--- src/rtl/hammer_pkg.sv ---
`timescale 1ns/1ps
package hammer_pkg;

  typedef enum logic [1:0] {
    HM_SINGLE = 2'd0,
    HM_DOUBLE = 2'd1,
    HM_FREQ   = 2'd2,
    HM_DOUBLE_ALT = 2'd3
  } hm_mode_e;

  // Row index of an aggressor next to a victim; below zero wraps to a huge value
  function automatic int unsigned aggr_row(input int unsigned vrow, input logic upper);
    return upper ? vrow + 1 : vrow - 1;
  endfunction

  function automatic logic row_ok(input int unsigned row_x, input int unsigned nrows);
    return row_x < nrows;
  endfunction

  function automatic int unsigned pair_victim(input int unsigned vrow, input int unsigned k,
                                              input int unsigned stride);
    return vrow + k * stride;
  endfunction

endpackage

--- src/rtl/hm_pair_timer.sv ---
`timescale 1ns/1ps
module hm_pair_timer #(
  parameter int CW = 4
) (
  input  logic          clk,
  input  logic          rst_n,
  input  logic          load,
  input  logic [CW-1:0] load_val,
  input  logic          tick,
  input  logic [CW-1:0] div,
  output logic          fire
);
  logic [CW-1:0] ctr_q;

  always_ff @(posedge clk or negedge rst_n) begin
    if (!rst_n) ctr_q <= '0;
    else if (load) ctr_q <= load_val;
    else if (tick) begin
      if (ctr_q == '0) ctr_q <= (div == '0) ? '0 : div - 1'b1;
      else             ctr_q <= ctr_q - 1'b1;
    end
  end

  assign fire = (ctr_q == '0);


  div_one_chk: assert property (@(posedge clk) disable iff (!rst_n)
    (tick && !load && fire && div <= 1) |=> fire);

endmodule

--- src/rtl/hm_budget.sv ---
`timescale 1ns/1ps
module hm_budget #(
  parameter int BUD_W = 20
) (
  input  logic             clk,
  input  logic             rst_n,
  input  logic             load,
  input  logic [BUD_W-1:0] load_val,
  input  logic             act_fire,
  output logic [BUD_W-1:0] act_count,
  output logic             empty
);
  logic [BUD_W-1:0] left_q, cnt_q;

  always_ff @(posedge clk or negedge rst_n) begin
    if (!rst_n) begin
      left_q <= '0;
      cnt_q  <= '0;
    end else if (load) begin
      left_q <= load_val;
      cnt_q  <= '0;
    end else if (act_fire) begin
      left_q <= left_q - 1'b1;
      cnt_q  <= cnt_q + 1'b1;
    end
  end

  assign act_count = cnt_q;
  assign empty     = (left_q == '0);


  no_underflow_chk: assert property (@(posedge clk) disable iff (!rst_n)
    act_fire |-> !empty);


  count_step_chk: assert property (@(posedge clk) disable iff (!rst_n)
    (act_fire && !load) |=> act_count == $past(act_count) + 1'b1);

endmodule

--- src/rtl/hammer_stress_gen.sv ---
`timescale 1ns/1ps
module hammer_stress_gen
  import hammer_pkg::*;
#(
  parameter int NUM_ROWS    = 1000,
  parameter int BANK_W      = 3,
  parameter int NPAIR       = 4,
  parameter int PAIR_STRIDE = 4,
  parameter int FREQ_W      = 4,
  parameter int AMP_W       = 4,
  parameter int BUD_W       = 20,
  localparam int ROW_W      = $clog2(NUM_ROWS)
) (
  input  logic                    clk,
  input  logic                    rst_n,
  input  logic                    start,
  input  logic [1:0]              mode,
  input  logic                    single_up,
  input  logic [ROW_W-1:0]        victim,
  input  logic [BANK_W-1:0]       bank_sel,
  input  logic [BUD_W-1:0]        budget,
  input  logic [NPAIR*FREQ_W-1:0] pair_div,
  input  logic [NPAIR*FREQ_W-1:0] pair_phase,
  input  logic [NPAIR*AMP_W-1:0]  pair_amp,
  input  logic                    ref_strobe,
  input  logic                    ref_sync_en,
  output logic                    cmd_valid,
  input  logic                    cmd_ready,
  output logic                    cmd_act,
  output logic [BANK_W-1:0]       cmd_bank,
  output logic [ROW_W-1:0]        cmd_row,
  output logic [BUD_W-1:0]        act_count,
  output logic                    done
);
  localparam int PIDX_W = (NPAIR > 1) ? $clog2(NPAIR) : 1;

  typedef enum logic [1:0] {ST_IDLE, ST_PICK, ST_ACT, ST_PRE} st_e;

  st_e               st_q;
  logic [1:0]        mode_q;
  logic              up_q, sync_q, ref_pend_q, done_q;
  logic [ROW_W-1:0]  vic_q, row_q;
  logic [BANK_W-1:0] bank_q;
  logic [FREQ_W-1:0] div_q [NPAIR];
  logic [FREQ_W-1:0] ph_q  [NPAIR];
  logic [AMP_W-1:0]  amp_q [NPAIR];
  logic [FREQ_W-1:0] div_in [NPAIR];
  logic [FREQ_W-1:0] ph_in  [NPAIR];
  logic [AMP_W-1:0]  amp_in [NPAIR];
  logic [PIDX_W-1:0] k_q, n_k;
  logic [AMP_W-1:0]  r_q, n_r;
  logic              h_q, n_h, wrap;
  logic [NPAIR-1:0]  fire;

  // Named internal events
  logic is_freq, is_single, pair_live, cand_ok, usable_in;
  logic start_ok, launch_ok, realign, pick_hit, pick_skip;
  logic act_hs, pre_hs, step_en, period_tick, timer_load, bud_empty;
  int unsigned pv, cand;

  for (genvar g = 0; g < NPAIR; g++) begin : g_unpack
    assign div_in[g] = pair_div[g*FREQ_W +: FREQ_W];
    assign ph_in[g]  = pair_phase[g*FREQ_W +: FREQ_W];
    assign amp_in[g] = pair_amp[g*AMP_W +: AMP_W];
  end

  assign is_freq   = (mode_q == HM_FREQ);
  assign is_single = (mode_q == HM_SINGLE);

  // Candidate aggressor at the current cursor
  always_comb begin
    pv        = is_freq ? pair_victim(32'(vic_q), 32'(k_q), PAIR_STRIDE) : 32'(vic_q);
    cand      = aggr_row(pv, is_single ? up_q : h_q);
    cand_ok   = row_ok(cand, NUM_ROWS);
    pair_live = !is_freq || (fire[k_q] && amp_q[k_q] != '0);
  end

  // Next cursor position: half, round, pair, period
  always_comb begin
    n_k  = k_q;
    n_r  = r_q;
    n_h  = h_q;
    wrap = 1'b0;
    if (!is_freq) begin
      n_h = is_single ? 1'b0 : ~h_q;
    end else if (pair_live && !h_q) begin
      n_h = 1'b1;
    end else if (pair_live && (32'(r_q) + 1 < 32'(amp_q[k_q]))) begin
      n_r = r_q + 1'b1;
      n_h = 1'b0;
    end else begin
      n_r = '0;
      n_h = 1'b0;
      if (32'(k_q) == NPAIR - 1) begin
        n_k  = '0;
        wrap = 1'b1;
      end else begin
        n_k = k_q + 1'b1;
      end
    end
  end

  // Does the requested pattern have any row inside the array?
  always_comb begin
    usable_in = 1'b0;
    case (mode)
      HM_SINGLE: usable_in = row_ok(aggr_row(32'(victim), single_up), NUM_ROWS);
      HM_FREQ: begin
        for (int k = 0; k < NPAIR; k++) begin
          if (amp_in[k] != '0 &&
              (row_ok(aggr_row(pair_victim(32'(victim), k, PAIR_STRIDE), 1'b0), NUM_ROWS) ||
               row_ok(aggr_row(pair_victim(32'(victim), k, PAIR_STRIDE), 1'b1), NUM_ROWS)))
            usable_in = 1'b1;
        end
      end
      default: usable_in = row_ok(aggr_row(32'(victim), 1'b0), NUM_ROWS) ||
                           row_ok(aggr_row(32'(victim), 1'b1), NUM_ROWS);
    endcase
  end

  assign start_ok    = (st_q == ST_IDLE) && start;
  assign launch_ok   = start_ok && (budget != '0) && usable_in;
  assign realign     = (st_q == ST_PICK) && ref_pend_q && sync_q;
  assign pick_hit    = (st_q == ST_PICK) && !realign && pair_live && cand_ok;
  assign pick_skip   = (st_q == ST_PICK) && !realign && !(pair_live && cand_ok);
  assign act_hs      = (st_q == ST_ACT) && cmd_ready;
  assign pre_hs      = (st_q == ST_PRE) && cmd_ready;
  assign step_en     = pick_skip || act_hs;
  assign period_tick = step_en && wrap && is_freq;
  assign timer_load  = start_ok || realign;

  for (genvar g = 0; g < NPAIR; g++) begin : g_timer
    hm_pair_timer #(.CW(FREQ_W)) u_timer (
      .clk      (clk),
      .rst_n    (rst_n),
      .load     (timer_load),
      .load_val ((st_q == ST_IDLE) ? ph_in[g] : ph_q[g]),
      .tick     (period_tick),
      .div      (div_q[g]),
      .fire     (fire[g])
    );
  end

  hm_budget #(.BUD_W(BUD_W)) u_budget (
    .clk       (clk),
    .rst_n     (rst_n),
    .load      (start_ok),
    .load_val  (budget),
    .act_fire  (act_hs),
    .act_count (act_count),
    .empty     (bud_empty)
  );

  always_ff @(posedge clk or negedge rst_n) begin
    if (!rst_n) begin
      st_q   <= ST_IDLE;
      mode_q <= '0;
      up_q   <= 1'b0;
      sync_q <= 1'b0;
      vic_q  <= '0;
      bank_q <= '0;
      row_q  <= '0;
      k_q    <= '0;
      r_q    <= '0;
      h_q    <= 1'b0;
      done_q <= 1'b0;
      for (int k = 0; k < NPAIR; k++) begin
        div_q[k] <= '0;
        ph_q[k]  <= '0;
        amp_q[k] <= '0;
      end
    end else begin
      case (st_q)
        ST_IDLE: if (start) begin
          mode_q <= mode;
          up_q   <= single_up;
          sync_q <= ref_sync_en;
          vic_q  <= victim;
          bank_q <= bank_sel;
          k_q    <= '0;
          r_q    <= '0;
          h_q    <= 1'b0;
          for (int k = 0; k < NPAIR; k++) begin
            div_q[k] <= div_in[k];
            ph_q[k]  <= ph_in[k];
            amp_q[k] <= amp_in[k];
          end
          done_q <= !launch_ok;
          st_q   <= launch_ok ? ST_PICK : ST_IDLE;
        end
        ST_PICK: begin
          if (realign) begin
            k_q <= '0;
            r_q <= '0;
            h_q <= 1'b0;
          end else if (pick_hit) begin
            row_q <= ROW_W'(cand);
            st_q  <= ST_ACT;
          end else begin
            k_q <= n_k;
            r_q <= n_r;
            h_q <= n_h;
          end
        end
        ST_ACT: if (act_hs) begin
          k_q  <= n_k;
          r_q  <= n_r;
          h_q  <= n_h;
          st_q <= ST_PRE;
        end
        ST_PRE: if (pre_hs) begin
          if (bud_empty) begin
            done_q <= 1'b1;
            st_q   <= ST_IDLE;
          end else begin
            st_q <= ST_PICK;
          end
        end
        default: st_q <= ST_IDLE;
      endcase
    end
  end

  // Refresh strobes seen during a run wait here until the next pick
  always_ff @(posedge clk or negedge rst_n) begin
    if (!rst_n) ref_pend_q <= 1'b0;
    else if (start_ok) ref_pend_q <= 1'b0;
    else ref_pend_q <= (ref_pend_q && !realign) || (ref_strobe && st_q != ST_IDLE);
  end

  assign cmd_valid = (st_q == ST_ACT) || (st_q == ST_PRE);
  assign cmd_act   = (st_q == ST_ACT);
  assign cmd_row   = row_q;
  assign cmd_bank  = bank_q;
  assign done      = done_q;


  hold_stable_chk: assert property (@(posedge clk) disable iff (!rst_n)
    (cmd_valid && !cmd_ready) |=> (cmd_valid && $stable(cmd_act) && $stable(cmd_row) && $stable(cmd_bank)));


  act_then_pre_chk: assert property (@(posedge clk) disable iff (!rst_n)
    (cmd_valid && cmd_ready && cmd_act) |=> (cmd_valid && !cmd_act && cmd_row == $past(cmd_row)));


  row_range_chk: assert property (@(posedge clk) disable iff (!rst_n)
    cmd_valid |-> (32'(cmd_row) < NUM_ROWS));


  not_victim_chk: assert property (@(posedge clk) disable iff (!rst_n)
    (cmd_valid && !is_freq) |-> (cmd_row != vic_q));


  done_quiet_chk: assert property (@(posedge clk) disable iff (!rst_n)
    done |-> !cmd_valid);

endmodule

--- config.mk ---
export PLATFORM = sky130hd
export DESIGN_NAME = hammer_stress_gen
export DESIGN_NICKNAME = d
export VERILOG_FILES = /design/src/rtl/hammer_pkg.sv /design/src/rtl/hm_pair_timer.sv /design/src/rtl/hm_budget.sv /design/src/rtl/hammer_stress_gen.sv
export SDC_FILE = /design/constraint.sdc
export NUM_CORES = 1
export LEC_CHECK = 0
export BUFFER_PORTS_ARGS = -buffer_cell sky130_fd_sc_hd__buf_2
export CAP_MARGIN = 20
export CORE_MARGIN = 3
export CORE_UTILIZATION = 40
export DETAILED_ROUTE_END_ITERATION = 12
export GPL_ROUTABILITY_DRIVEN = 0
export PLACE_DENSITY = 0.63
export SKIP_LAST_GASP = 1
export SYNTH_ARGS = -nofsm -noshare
export SYNTH_HDL_FRONTEND = slang
export SYNTH_SLANG_ARGS = --single-unit
export TNS_END_PERCENT = 20
--- constraint.sdc ---
create_clock -name clk -period 3.5 [get_ports clk]
set_input_delay 0.7 -clock clk [delete_from_list [all_inputs] [get_ports clk]]
set_output_delay 0.7 -clock clk [all_outputs]
set_load 0.1 [all_outputs]
==> out/qor.yml <==
routing:
  vias_per_cell: 5.36
  dr.pass1.iters: 5
  wl_met3_um: 934
  drc: 0
  met1_length_um: 13000
  via_count: 9351
  routed_wirelength_um: 27200
  wl_per_cell_um: 15.6
  top_layer_used: "met4"
  ant_nets: 0
  drtIter0Drc: 633
  route.met2.wl_um: 12900
layout:
  antenna_cells: 0
  final_common_cell: "nand2_1"
  final_cells: 1745
  area_growth_pct: 23.6
  nets: 1535
  final_util_pct: 50.3
  layout_common_cells: "nand2_1 (273), dfrtp_1 (142), buf_2 (124)"
  final_layout_size_suffix_gt1_share_pct: 22.5
  final_area_sq_um: 12300
clock_tree:
  ctsHtreeMaxLevel: 4
  clkSinkCount: 142
  clk_latency_ns: 0.43
  clockBufferDepth: 2
  cts_tree: "done"
  cts_inserted_buffers: 17
  clk_pin_slew_ns: 0.06
  cts-root-buf: "clkbuf_16"
placed_design:
  placement.cell_area_sq_um: 11500
  pre_cts_ws_ns: -0.272
  dp.cells: 1708
  port_buffers: 125
  hpwl_um: 20100
synth:
  ys_seq_elements: 142
  syn_inst: 1224
  synth_top_family_by_area: "simple AND/OR/NAND/NOR gates"
  synth_enable_flop_cells: 0
  syn-cell-area_sq_um: 9930
  yosysSeqAreaShare_pct: 35.8
  synthArstFlopShare_pct: 100
  synthDistinctLibCells: 87
  synthMuxAreaShare_pct: 3.17
  synth_compound_area_share_pct: 16.9
  yosysWarnings: 0
  ys.flop_type: "dfrtp_1"
  synthAdderAreaFrac_pct: 4.71
  synth_xor_area_share_pct: 6.41
  avgSynthCellArea_sq_um: 8.12
  synth_nets: 1350
  synth-simple-area-share_pct: 28.5
power:
  seqPwrFrac_pct: 30.5
  leakage_nw: 5.64
  p_total_mw: 9.51
  max-vdd-ir-drop_v: 0.000510
  p_sw_mw: 4.21
  p_int_mw: 5.29
  pwr-share-comb_pct: 49.2
  p_clk_share_pct: 20.3
  p_sw_share_pct: 44.3
  power_density_nw_per_um2: 774
global_routing:
  track_usage_pct: 20.4
  overflow: 0
  grt_max_degree: 124
  grt_pass1_vias: 8708
  grt_pass1_wl_um: 44300
  antenna_found_initial: 0
job:
  maxCapViolations: 0
outcome:
  outcome: "finished with violations"
  violations: "setup timing"
setup_path:
  regToRegSetupSlack_ns: -0.25
  timing.rr.start: "vic_q[2]"
  r2r_cells: 14
  crit_path_end_kind: "flop"
  arrival_ns: 4.10
  crit_type: "flop to flop"
  r2r_end: "g_timer[2].u_timer.ctr_q[2]"
  required_ns: 3.85
  setup.worst_path.start_class: "flop"
  crit_fanout: 6
sta:
  min_period_ns: 3.75
  tightest_slew_ns: 0.982
  finalClockSkew_ns: 0.0108
  setup_slack_ns: -0.252
  fin_crit_sh_pct: 107
  setup_viol: 14
  slew_violations: 0
  fmax_mhz: 267
  rsz0062_at_grt: "true"
  finalHoldViolations: 0
  relSlewSlack_pct: 34.6
min_path:
  hp-class: "primary input to asynchronous set/reset pin"
floorplan:
  row_count: 57
  dieArea_sq_um: 26800
  start_util_pct: 40.7
  die_x_um: 164
  die_h_um: 164
  coreArea_sq_um: 24400
  ios: 126
[kinds of logic (layout without fill, tap and decap cells)]
kind of cell    after synthesis  count (layout)
compound gates              246             246
xor+xnor                     71              71
fa+ha+maj                    37              37
buf+inv                     111             308
flops                       142             142
mux                          24              24
simple gates                593             593
[synth_stat cells, types with 15 or more instances]
| library cell | n | area share [%] |
|---|---|---|
| nand2_1 | 274 | 10 |
| dfrtp_1 | 142 | 36 |
| nor2_1 | 81 | 3.1 |
| o21ai_0 | 60 | 3.0 |
| clkbuf_1 | 56 | 2.1 |
| nor3_1 | 47 | 2.4 |
| inv_1 | 38 | 1.4 |
| ha_1 | 35 | 4.4 |
| xnor2_1 | 35 | 3.1 |
| xor2_1 | 34 | 3.0 |
| nand3_1 | 32 | 1.6 |
| a21oi_1 | 30 | 1.5 |
| nor2b_1 | 25 | 1.6 |
| a211oi_1 | 24 | 1.8 |
| nand4_1 | 22 | 1.4 |
| a31oi_1 | 20 | 1.3 |
| and3_1 | 15 | 0.94 |
[sequential cells by signal, summed over array words and instances (netlist names), 10 cells and up]
signal / flops
amp_q: 16
cmd_row: 10
div_q: 16
g_timer.u_timer.ctr_q: 16
ph_q: 16
u_budget.act_count: 20
u_budget.left_q: 20
vic_q: 10
[what timing repair did]
| item | CTS | global route |
|---|---|---|
| pin swaps | 10 | 10 |
| gates resized for setup | 9 | 8 |
| setup buffers | 6 | 0 |
| cloned | 0 | 0 |
| setup endpoints to repair | 20 | 32 |
| hold buffers | 0 | 0 |
[metrics by stage]
step	hold slack (ns)	setup TNS, ns
finish	0.397	-2.35
detailed placement	0.454	-2.69
CTS	0.438	-2.40
floorplan	0.404	-0.0421
global placement	0.448	-1.62
global route	0.453	-6.56
[how the worst max path moves through the flow]
stage / to / startpoint
after floorplan: g_timer[2].u_timer.ctr_q[2] / vic_q[2]
after global placement: g_timer[2].u_timer.ctr_q[0] / vic_q[2]
after detailed placement: done / victim[2]
after CTS: g_timer[0].u_timer.ctr_q[2] / k_q[0]
after global routing: g_timer[0].u_timer.ctr_q[2] / vic_q[2]
final: g_timer[2].u_timer.ctr_q[2] / vic_q[2]
[per-layer routing]
metal  vias up  global-route usage [%]
met5         -                       0
met4         0                    4.65
met3        27                    2.49
met2       176                    33.6
met1      4455                    28.7
li1       4693                       -
[critical path: stages (launching register included)]
cell and delay, ns:
dfrtp_1 0.38, ha_2 0.19, inv_2 0.05, fa_2 0.46, nor4bb_4 0.31, a31o_1 0.16, nand4b_1 0.16, nand3b_1 0.22
buf_4 0.16, o311ai_4 0.23, a21oi_2 0.10, a311o_2 0.44, buf_4 0.19, or4_1 0.46, a31oi_1 0.17
[power by group through the flow]
| stage | Combinational, mW | Clock [mW] | Sequential, mW |
|---|---|---|---|
| 2_1_floorplan | 2.80 | 0 | 3.40 |
| 3_3_place_gp | 4.52 | 0 | 2.90 |
| 3_5_place_dp | 4.59 | 0 | 2.91 |
| 4_1_cts | 4.67 | 1.97 | 2.89 |
| 5_1_grt | 5.16 | 2.04 | 3.01 |
| 6_report | 4.68 | 1.93 | 2.90 |
[cell type report]
cell class / count / area (sq um)
clock buffers: 18 / 429
clock inverters: 13 / 191
fillers: 2384 / 12100
inverters: 39 / 151
multi-input cells: 971 / 6030
flip-flops and latches: 142 / 3550
well taps: 324 / 405
repair buffers: 238 / 1510
(Power assumes the default switching activity.)
